<file path="src/rtl/sdram_col_pkg.sv">
package sdram_col_pkg;
  localparam int MODE_W = 14;

  typedef struct packed {
    logic [1:0] lg;        // log2 of burst length when not full page
    logic       full;
    logic       ileave;
    logic [1:0] rd_lat;
    logic       wr_single;
  } mode_t;

  localparam mode_t MODE_RST = '{lg: 2'd0, full: 1'b0, ileave: 1'b0,
                                 rd_lat: 2'd2, wr_single: 1'b0};

  function automatic logic mode_ok(input logic [MODE_W-1:0] w);
    logic len_ok, lat_ok, rsv_ok, combo_ok;
    len_ok   = (w[2] == 1'b0) || (w[2:0] == 3'b111);
    lat_ok   = (w[6] == 1'b0) && (w[5:4] != 2'b00);
    rsv_ok   = (w[8:7] == 2'b00) && (w[13:10] == 4'b0000);
    combo_ok = !((w[2:0] == 3'b111) && w[3]);
    return len_ok && lat_ok && rsv_ok && combo_ok;
  endfunction

  function automatic mode_t mode_decode(input logic [MODE_W-1:0] w);
    mode_t m;
    m.full      = (w[2:0] == 3'b111);
    m.lg        = m.full ? 2'd0 : w[1:0];
    m.ileave    = w[3];
    m.rd_lat    = w[5:4];
    m.wr_single = w[9];
    return m;
  endfunction
endpackage

</file>
<file path="src/rtl/sdram_mode_reg.sv">
module sdram_mode_reg
  import sdram_col_pkg::*;
(
  input  logic              clk_i,
  input  logic              rst_ni,
  input  logic              load_i,
  input  logic [MODE_W-1:0] word_i,
  output mode_t             mode_o,
  output logic              err_o
);
  mode_t mode_q;
  logic  err_q;

  always_ff @(posedge clk_i or negedge rst_ni) begin
    if (!rst_ni) begin
      mode_q <= MODE_RST;
      err_q  <= 1'b0;
    end else if (load_i) begin
      if (mode_ok(word_i)) mode_q <= mode_decode(word_i);
      else                 err_q  <= 1'b1;
    end
  end

  assign mode_o = mode_q;
  assign err_o  = err_q;
endmodule

</file>
<file path="src/rtl/sdram_col_order.sv">
module sdram_col_order #(
  parameter int COL_W = 8
) (
  input  logic [COL_W-1:0] start_col_i,
  input  logic [COL_W-1:0] beat_i,
  input  logic [COL_W-1:0] mask_i,
  input  logic             ileave_i,
  output logic [COL_W-1:0] col_o
);
  logic [COL_W-1:0] seq_low, il_low;

  always_comb begin
    seq_low = (start_col_i + beat_i) & mask_i;
    il_low  = (start_col_i ^ beat_i) & mask_i;
    col_o   = (start_col_i & ~mask_i) | (ileave_i ? il_low : seq_low);
  end
endmodule

</file>
<file path="src/rtl/sdram_burst_ctl.sv">
module sdram_burst_ctl
  import sdram_col_pkg::*;
#(
  parameter int COL_W = 8
) (
  input  logic             clk_i,
  input  logic             rst_ni,
  input  mode_t            mode_i,
  input  logic             start_i,
  input  logic [COL_W-1:0] start_col_i,
  input  logic             start_wr_i,
  input  logic             stop_i,
  output logic             active_o,
  output logic             last_o,
  output logic             wr_o,
  output logic             ileave_o,
  output logic [COL_W-1:0] start_col_o,
  output logic [COL_W-1:0] beat_o,
  output logic [COL_W-1:0] mask_o
);
  localparam logic [COL_W-1:0] ONE = COL_W'(1);

  logic             act_q, full_q, il_q, wr_q;
  logic [1:0]       lg_q;
  logic [COL_W-1:0] sc_q, beat_q, mask;
  logic             last, single_wr;

  assign single_wr = start_wr_i && mode_i.wr_single;
  assign mask      = full_q ? '1 : ((ONE << lg_q) - ONE);
  assign last      = act_q && !full_q && (beat_q == mask);

  always_ff @(posedge clk_i or negedge rst_ni) begin
    if (!rst_ni) begin
      act_q  <= 1'b0;
      full_q <= 1'b0;
      il_q   <= 1'b0;
      wr_q   <= 1'b0;
      lg_q   <= 2'd0;
      sc_q   <= '0;
      beat_q <= '0;
    end else if (start_i) begin
      act_q  <= 1'b1;
      full_q <= single_wr ? 1'b0 : mode_i.full;
      lg_q   <= single_wr ? 2'd0 : mode_i.lg;
      il_q   <= mode_i.ileave;
      wr_q   <= start_wr_i;
      sc_q   <= start_col_i;
      beat_q <= '0;
    end else if (act_q && (stop_i || last)) begin
      act_q  <= 1'b0;
    end else if (act_q) begin
      beat_q <= beat_q + ONE;
    end
  end

  assign active_o    = act_q;
  assign last_o      = last;
  assign wr_o        = act_q && wr_q;
  assign ileave_o    = il_q;
  assign start_col_o = sc_q;
  assign beat_o      = beat_q;
  assign mask_o      = mask;
endmodule

</file>
<file path="src/rtl/sdram_col_seq.sv">
module sdram_col_seq
  import sdram_col_pkg::*;
#(
  parameter int COL_W = 8
) (
  input  logic              clk_i,
  input  logic              rst_ni,
  input  logic              mode_load_i,
  input  logic [MODE_W-1:0] mode_word_i,
  input  logic              start_i,
  input  logic [COL_W-1:0]  start_col_i,
  input  logic              start_wr_i,
  input  logic              stop_i,
  output logic [COL_W-1:0]  col_o,
  output logic              col_valid_o,
  output logic              col_last_o,
  output logic              col_wr_o,
  output logic [1:0]        rd_lat_o,
  output logic              wr_single_o,
  output logic              mode_err_o
);
  mode_t            mode;
  logic             active, il;
  logic [COL_W-1:0] sc, beat, mask, col;

  sdram_mode_reg u_mode (
    .clk_i  (clk_i),
    .rst_ni (rst_ni),
    .load_i (mode_load_i),
    .word_i (mode_word_i),
    .mode_o (mode),
    .err_o  (mode_err_o)
  );

  sdram_burst_ctl #(.COL_W(COL_W)) u_ctl (
    .clk_i       (clk_i),
    .rst_ni      (rst_ni),
    .mode_i      (mode),
    .start_i     (start_i),
    .start_col_i (start_col_i),
    .start_wr_i  (start_wr_i),
    .stop_i      (stop_i),
    .active_o    (active),
    .last_o      (col_last_o),
    .wr_o        (col_wr_o),
    .ileave_o    (il),
    .start_col_o (sc),
    .beat_o      (beat),
    .mask_o      (mask)
  );

  sdram_col_order #(.COL_W(COL_W)) u_order (
    .start_col_i (sc),
    .beat_i      (beat),
    .mask_i      (mask),
    .ileave_i    (il),
    .col_o       (col)
  );

  assign col_o       = active ? col : '0;
  assign col_valid_o = active;
  assign rd_lat_o    = mode.rd_lat;
  assign wr_single_o = mode.wr_single;
endmodule

</file>
<file path="config.mk">
export PLATFORM = sky130hd
export DESIGN_NAME = sdram_col_seq
export DESIGN_NICKNAME = d
export VERILOG_FILES = /design/src/rtl/sdram_col_pkg.sv /design/src/rtl/sdram_mode_reg.sv /design/src/rtl/sdram_col_order.sv /design/src/rtl/sdram_burst_ctl.sv /design/src/rtl/sdram_col_seq.sv
export SDC_FILE = /design/constraint.sdc
export NUM_CORES = 1
export LEC_CHECK = 0
export ABC_AREA = 1
export CAP_MARGIN = 10
export CELL_PAD_IN_SITES_DETAIL_PLACEMENT = 0
export CELL_PAD_IN_SITES_GLOBAL_PLACEMENT = 1
export CORE_MARGIN = 1
export CORE_UTILIZATION = 36
export DETAILED_ROUTE_END_ITERATION = 8
export PLACE_DENSITY_LB_ADDON = 0.1
export SLEW_MARGIN = 15
export SYNTH_ARGS = -nofsm -noshare
export SYNTH_HDL_FRONTEND = slang
export SYNTH_SLANG_ARGS = --single-unit
</file>
<file path="constraint.sdc">
create_clock -name clk_i -period 2.05 [get_ports clk_i]
set_input_delay 0.41 -clock clk_i [delete_from_list [all_inputs] [get_ports clk_i]]
set_output_delay 0.41 -clock clk_i [all_outputs]
set_load 0.01 [all_outputs]
</file>
==> metrics.md, run 1 <==
| Metric | Value |
|---|---|
| Drt pass-1 iters | `4` |
| Sw frac | `31.5%` |
| Worst-skew pair later-pin latency | `0.28 ns` |
| Vias | `2069` |
| RSZ-0062 raised after global routing | `true` |
| DPL Wire Length | `4020 um` |
| Peak supply drop | `0.322 mV` |
| Final wirelength | `5350 um` |
| Mux cell area share after synthesis | `0%` |
| Seq pwr share | `37.9%` |
| Hold slack | `0.465 ns` |
| Max Cap Viol | `0` |
| Share of cells above drive strength 1 | `31.7%` |
| Leakage | `1.50 nW` |
| Sink count of the clock tree | `30` |
| Status | `finished, violations left` |
| Core Util, Final | `58.8%` |
| Setup TNS Final | `-1.07 ns` |
| Most common cell after layout, fill and taps aside | `nand2_1` |
| Synthesized area | `1980 sq um` |
| Largest net degree at the start of global routing | `31` |
| Hold Crit Start | `u_mode.err_o` |
| Crit-path max FO | `3` |
| Reg2reg path depth | `11` |
| GR Overflow Total | `0` |
| H-tree Lvls | `2` |
| Boundary Pins | `43` |
| Most frequent cells in the layout | `92 x nand2_1, 48 x buf_4, 33 x clkdlybuf4s50_1, 27 x dfrtp_1` |
| Syn avg cell area | `7.38 sq um` |
| Slew @ Worst Pin | `0.398 ns` |
| Final nets | `397` |
| Largest family of logic cells by synthesized area | `simple AND/OR/NAND/NOR gates` |
| Register area | `754 sq um` |
| Register area share after synthesis | `38.0%` |
| IO buf count | `42` |
| Vias in the first global route | `2067` |
| Pre-CTS setup slack | `-0.401 ns` |
| Cts hold-fix bufs | `0` |
| Net Switching | `0.000559 W` |
| Post-DR wirelength/cell | `12.5 um` |
| Slew margin rel. | `73.5%` |
| CP endpoint kind | `primary output` |
| Total GRT Usage | `20.3%` |
| Area share of fa/ha/maj cells after synthesis | `6.71%` |
| Hold Crit Class | `flop to flop` |
| Die area | `5790 sq um` |
| Crit path from | `u_ctl.beat_o[0]` |
| First-pass GRT wire length | `9350 um` |
| CP arrival | `1.87 ns` |
| Synth unique cells | `36` |
| CTS clk-pin slew, worst paths | `0.06 ns` |
| Synth Instances | `268` |
| Core area | `5200 sq um` |
| CP Launch Type | `flop` |
| XOR/XNOR share of the synthesized area | `3.04%` |
| Drt drc | `0` |
| Required @ worst endpoint | `1.64 ns` |
| Drt initial violations | `75` |
| CTS tree | `yes` |
| FP Rows | `26` |
| Compound-cell area share of the yosys netlist | `10.3%` |
| Final max-slew violation count | `0` |
| Die Width | `76.1 um` |
| Final hold vios | `0` |
| Yosys Warn Count | `0` |
| Die height | `76.1 um` |
| Fmax | `438 MHz` |
| Final Worst Setup Slack | `-0.231 ns` |
| ANT cells | `0` |
| Worst Hold End | `u_mode.err_o` |
| Final ANT Viol Nets | `0` |
| Clock network power share | `27.9%` |
| Drt via density | `4.81` |
| Initial antenna violation count | `0` |
| Fin crit share | `111%` |
| Final setup fails | `8` |
| Worst hold stages | `1` |
| Gate power share | `34.3%` |
| Simple-gate share of the synthesized area | `35.1%` |
| Power Internal | `0.00122 W` |
| Post-placement cell area | `2740 sq um` |
| Post-layout min period | `2.28 ns` |
| # fillers | `502` |
| Worst reg2reg startpoint | `u_ctl.lg_q[1]` |
| Final Wtd Congestion | `0.825` |
| Post-synthesis net count | `306` |
| Clk_skew | `0.00380 ns` |
| Setup slack, reg-to-reg | `0.03 ns` |
| Clock Tree Buf Depth | `2` |
| Reg2reg end | `u_ctl.beat_o[6]` |
| Design Area, Final | `3060 sq um` |
| Total CTS buffers | `5` |
| Clock tree root driver cell | `clkbuf_8` |
| Failing checks | `setup timing` |
| Multi-input gate area | `1270 sq um` |
| Power density cells | `580 nW/um^2` |
| Starting density of the core | `38.0%` |
| Crit Path Class | `flop to primary output` |
| Yosys reg bits | `30` |
| Layout area overhead | `54.8%` |
[cell usage after synthesis, drive strengths merged]
| master | n | area [sq um] |
|---|---|---|
| a31oi | 2 | 12.5 |
| clkbuf | 4 | 15.0 |
| inv | 25 | 93.8 |
| nand3b | 1 | 7.51 |
| o21bai | 1 | 7.51 |
| clkinv | 2 | 7.51 |
| nand4 | 2 | 12.5 |
| nor2 | 21 | 86.3 |
| ha | 9 | 113 |
| xor2 | 4 | 42.6 |
| dfstp | 1 | 26.3 |
| nor3b | 2 | 15.0 |
| nor4 | 1 | 21.3 |
| or2 | 1 | 6.26 |
| nor3 | 6 | 40.0 |
| nand3 | 22 | 125 |
| nand2 | 99 | 379 |
| o22ai | 1 | 6.26 |
| o211ai | 2 | 15.0 |
| a311oi | 2 | 17.5 |
| o211a | 1 | 10.0 |
| buf | 3 | 20.0 |
| o21ai | 13 | 76.3 |
| xnor2 | 2 | 17.5 |
| dfrtp | 29 | 726 |
| a21oi | 10 | 50.1 |
| a21o | 1 | 7.51 |
| fa | 1 | 20.0 |
[state kept, by name, summed over array words and instances (netlist names)]
signal,flops
u_ctl.beat_o,8
u_ctl.start_col_o,8
u_mode.mode_o,7
u_ctl.lg_q,2
u_ctl.active_o,1
u_ctl.full_q,1
u_ctl.ileave_o,1
u_ctl.wr_q,1
u_mode.err_o,1
[power groups by stage]
stage / logic [W] / clock network (W) / registers (W)
4_1_cts: 0.000559 / 0.000513 / 0.000667
2_1_floorplan: 0.000247 / 0 / 0.000677
6_report: 0.000608 / 0.000495 / 0.000672
3_3_place_gp: 0.000529 / 0 / 0.000672
5_1_grt: 0.000674 / 0.000539 / 0.000676
3_5_place_dp: 0.000532 / 0 / 0.000673
[logic make-up after synthesis]
group           Yosys count
simple gates            155
fa+ha+maj                10
buf+inv                  34
xor+xnor                  6
flops                    30
compound gates           33
[critical path, stage by stage, from the launching register on]
cell and delay [ns]:
dfrtp_1 0.39, ha_2 0.21, fa_2 0.38, nand4_1 0.11
o211ai_1 0.11, nand2_1 0.08, nand2_1 0.06, nand3_2 0.06
nand3_2 0.06, inv_2 0.05, buf_6 0.09
[area by class of cell]
cell class,count,share of cell area [%]
Inverter,27,3.31
Clock buffer,6,2.70
Tap cell,70,2.86
Multi-Input combinational cell,204,41.5
Clock inverter,2,0.409
Timing Repair Buffer,91,24.6
Sequential cell,30,24.7
[metrics by stage]
step,instances,total power [W]
6_report,430,0.00177
5_1_grt,430,0.00189
4_1_cts,424,0.00174
3_5_place_dp,412,0.00121
3_3_place_gp,412,0.00120
2_1_floorplan,268,0.000924
[per-layer routing]
layer,vias to the layer above,wire (um),global-route usage [%]
met5,-,0,0
met4,0,61,5.19
met3,4,181,3.95
met2,47,2690,37.1
met1,967,2430,24.4
li1,1051,-,-
[worst max path at each step]
stage                     slack (ns)  cells past startpoint        to
after floorplan                 0.08                     11  col_o[7]
after global placement         -0.41                      6  col_o[2]
after detailed placement       -0.40                     10  col_o[6]
after CTS                      -0.25                     10  col_o[6]
after global routing           -0.35                     10  col_o[6]
final                          -0.23                     10  col_o[6]
[repair_timing]
| item | CTS | global route |
|---|---|---|
| gates cloned | 0 | 0 |
| pin swaps | 20 | 21 |
| gates resized for setup | 54 | 22 |
| setup buffers | 4 | 7 |
| endpoints found under the setup margin | 9 | 9 |
No activity file was read; power rests on OpenSTA's default activity.
==> inputs of run 2 (changes only) <==
- CORE_MARGIN: 1 -> 3
- CORE_UTILIZATION: 36 -> 39
- clock period: 2.05 -> 2.9 ns (I/O delays scaled with it)
==> run 2 against run 1 <==
  * The run now ends clean
  * First-iteration DRC count increased by 110%
  * Clock-buffer cell count up 1
  * Final area down 11%
  * Combinational power is 47% lower
  * Via count down 9.3%
  * Worst setup slack better by 0.36 ns
  * Core utilization shrank 2.4 points
  * Clock skew up 0.0059 ns
  * Cell count fell by 10%
  * Sequential cell count did not move
  * Clock power down 11%
  * Routed wire length fell by 4.7%
  * Critical endpoint is now col_last_o
==> metrics.md, run 2 (synthesized netlist as in run 1, its figures left out) <==
| Metric | Value |
|---|---|
| Clock tree root driver cell | `clkbuf_8` |
| ANT cells | `0 (unchanged)` |
| Cts hold-fix bufs | `0 (unchanged)` |
| Vias | `1876 (-9.3%)` |
| Peak supply drop | `0.299 mV (-7.1%)` |
| FP Rows | `25 (-3.8%)` |
| Crit-path max FO | `4 (+1)` |
| Die area | `5960 sq um (+2.9%)` |
| Crit Path Class | `flop to primary output` |
| Leakage | `1.35 nW (-9.9%)` |
| IO buf count | `42 (unchanged)` |
| Total CTS buffers | `5 (unchanged)` |
| Gate power share | `25.8% (-8.5 points)` |
| Slew margin rel. | `59.7% (-14 points)` |
| Status | `finished clean` |
| CP Launch Type | `flop` |
| Drt via density | `4.85 (+0.75%)` |
| RSZ-0062 raised after global routing | `false` |
| Worst-skew pair later-pin latency | `0.29 ns (about the same)` |
| Most common cell after layout, fill and taps aside | `nand2_1` |
| Highest-delay cell along the critical path | `clkdlybuf4s50_1` |
| Boundary Pins | `43 (unchanged)` |
| Sw frac | `29.2% (-2.3 points)` |
| Worst path cell trace | `nor2_4 -> inv_1 -> ha_1 -> xor2_1 -> nand3_2 -> nor2_1 -> clkdlybuf4s50_1` |
| GR Overflow Total | `0 (unchanged)` |
| Largest net degree at the start of global routing | `31 (unchanged)` |
| Die Width | `77.2 um (+1.4%)` |
| Setup TNS Final | `0 ns (+1.07 ns)` |
| Core area | `4820 sq um (-7.5%)` |
| Final hold vios | `0 (unchanged)` |
| Total GRT Usage | `18.7% (-1.7 points)` |
| Final max-slew violation count | `0 (unchanged)` |
| Sink count of the clock tree | `30 (unchanged)` |
| Final wirelength | `5100 um (-4.7%)` |
| Fin crit share | `95.6%` |
| Drt drc | `0 (unchanged)` |
| Required @ worst endpoint | `2.32 ns (+0.68 ns)` |
| H-tree Lvls | `2 (unchanged)` |
| Drt initial violations | `158 (+110%)` |
| Power density cells | `460 nW/um^2 (-21%)` |
| Hold slack | `0.469 ns (+0.00369 ns)` |
| Slew @ Worst Pin | `0.605 ns (+0.207 ns)` |
| Layout area overhead | `37.3%` |
| Starting density of the core | `41.0% (+3.1 points)` |
| Drt pass-1 iters | `4 (unchanged)` |
| Slowest stage delay, CP | `0.54 ns (+0.15 ns)` |
| Final Wtd Congestion | `0.819 (-0.74%)` |
| Fmax | `361 MHz` |
| CTS clk-pin slew, worst paths | `0.07 ns (about the same)` |
| First-pass GRT wire length | `8760 um (-6.3%)` |
| Vias in the first global route | `1809 (-12%)` |
| Share of cells above drive strength 1 | `12.5% (-19 points)` |
| Post-DR wirelength/cell | `13.2 um (+5.9%)` |
| CP endpoint kind | `primary output` |
| Clk_skew | `0.00971 ns (+0.00591 ns)` |
| Clock network power share | `35.4% (+7.5 points)` |
| Final nets | `357 (-10%)` |
| Final ANT Viol Nets | `0 (unchanged)` |
| Seq pwr share | `38.8% (+0.9 points)` |
| Initial antenna violation count | `0 (unchanged)` |
| CTS tree | `yes` |
| CP arrival | `2.19 ns (+0.32 ns)` |
| Hold Crit Class | `flop to flop` |
| Die height | `77.2 um (+1.4%)` |
| Final setup fails | `0 (-8)` |
| Max Cap Viol | `0 (unchanged)` |
| DPL Wire Length | `3720 um (-7.3%)` |
| Most frequent cells in the layout | `98 x nand2_1, 36 x clkdlybuf4s50_1, 27 x dfrtp_1, 22 x inv_1, 20 x nor2_1` |
| Post-layout min period | `2.77 ns` |
| Clock Tree Buf Depth | `2 (unchanged)` |
| Power Internal | `0.000885 W (-27%)` |
| Net Switching | `0.000365 W (-35%)` |
[run 2: changes by cell type in the layout (fill, tap and decap cells not counted), sizes merged]
cell           delta
clkinv            -1
clkinvlp          -1
buf              -49
dlygate4sd2       +2
bufinv            +1
dlymetal6s2s      +4
clkbuf            +1
clkdlybuf4s50     +3
[run 2: path summary, 6_finish.rpt]
path                                     to  depth (start not counted)  slack (ns)             start
max in group asynchronous  u_mode.mode_o[2]                          2        1.88            rst_ni
min in group asynchronous   u_ctl.beat_o[6]                          2        0.67            rst_ni
min reg2reg                u_mode.mode_o[2]                          2        0.47  u_mode.mode_o[2]
max                              col_last_o                          7        0.13     u_ctl.lg_q[0]
max reg2reg                 u_ctl.beat_o[0]                          9        0.90     u_ctl.lg_q[0]
min                        u_mode.mode_o[2]                          2        0.47  u_mode.mode_o[2]
[run 2: cell type report]
| cell class | count | area [sq um] |
|---|---|---|
| clock buffers | 7 | 86.3 |
| fillers | 502 | 2100 |
| well taps | 67 | 83.8 |
| flip-flops and latches | 30 | 754 |
| multi-input cells | 204 | 1160 |
| repair buffers | 51 | 495 |
| inverters | 27 | 101 |
| clock inverters | 1 | 30.0 |
[run 2: power groups by stage]
stage / logic (W) / registers, W / clock network, W
final: 0.000322 / 0.000485 / 0.000442
after global placement: 0.000311 / 0.000487 / 0
after detailed placement: 0.000312 / 0.000487 / 0
after floorplan: 0.000175 / 0.000479 / 0
after global routing: 0.000361 / 0.000490 / 0.000472
after CTS: 0.000320 / 0.000485 / 0.000453
[run 2: worst max-delay path, delay by kind of cell (launching register included)]
family	cells	cell delay, ns
XOR/XNOR	1	0.19
adder cells (fa/ha/maj)	1	0.32
buffers and inverters	2	0.59
flip-flops	1	0.44
AND/OR/NAND/NOR	3	0.38
[run 2: timing repair]
| action | CTS | global route |
|---|---|---|
| hold endpoints to repair | 0 | 0 |
| resized for setup | 11 | 5 |
| pin swaps | 0 | 1 |
| cloned | 0 | 0 |
| setup endpoints to repair | 6 | 5 |
| buffers inserted | 0 | 2 |
[run 2: metrics by stage]
| stage | std cells | worst slack, ns | instance area [sq um] | power (W) | utilization (%) |
|---|---|---|---|---|---|
| after floorplan | 268 | 0.765 | 1980 | 0.000653 | - |
| after global placement | 377 | 0.196 | 2500 | 0.000798 | 51.9 |
| final | 387 | 0.126 | 2720 | 0.00125 | 56.4 |
| after global routing | 387 | 0.00967 | 2720 | 0.00132 | 56.4 |
| after detailed placement | 377 | 0.184 | 2500 | 0.000799 | 51.9 |
| after CTS | 385 | 0.0252 | 2680 | 0.00126 | 55.7 |
[run 2: layer usage]
layer | global-route usage (%) | vias up | share of wire (%)
li1 | - | 969 | -
met1 | 24.6 | 851 | 46
met2 | 30.8 | 52 | 48
met3 | 3.52 | 4 | 4.6
met4 | 5.87 | 0 | 1.2
met5 | 0 | - | 0
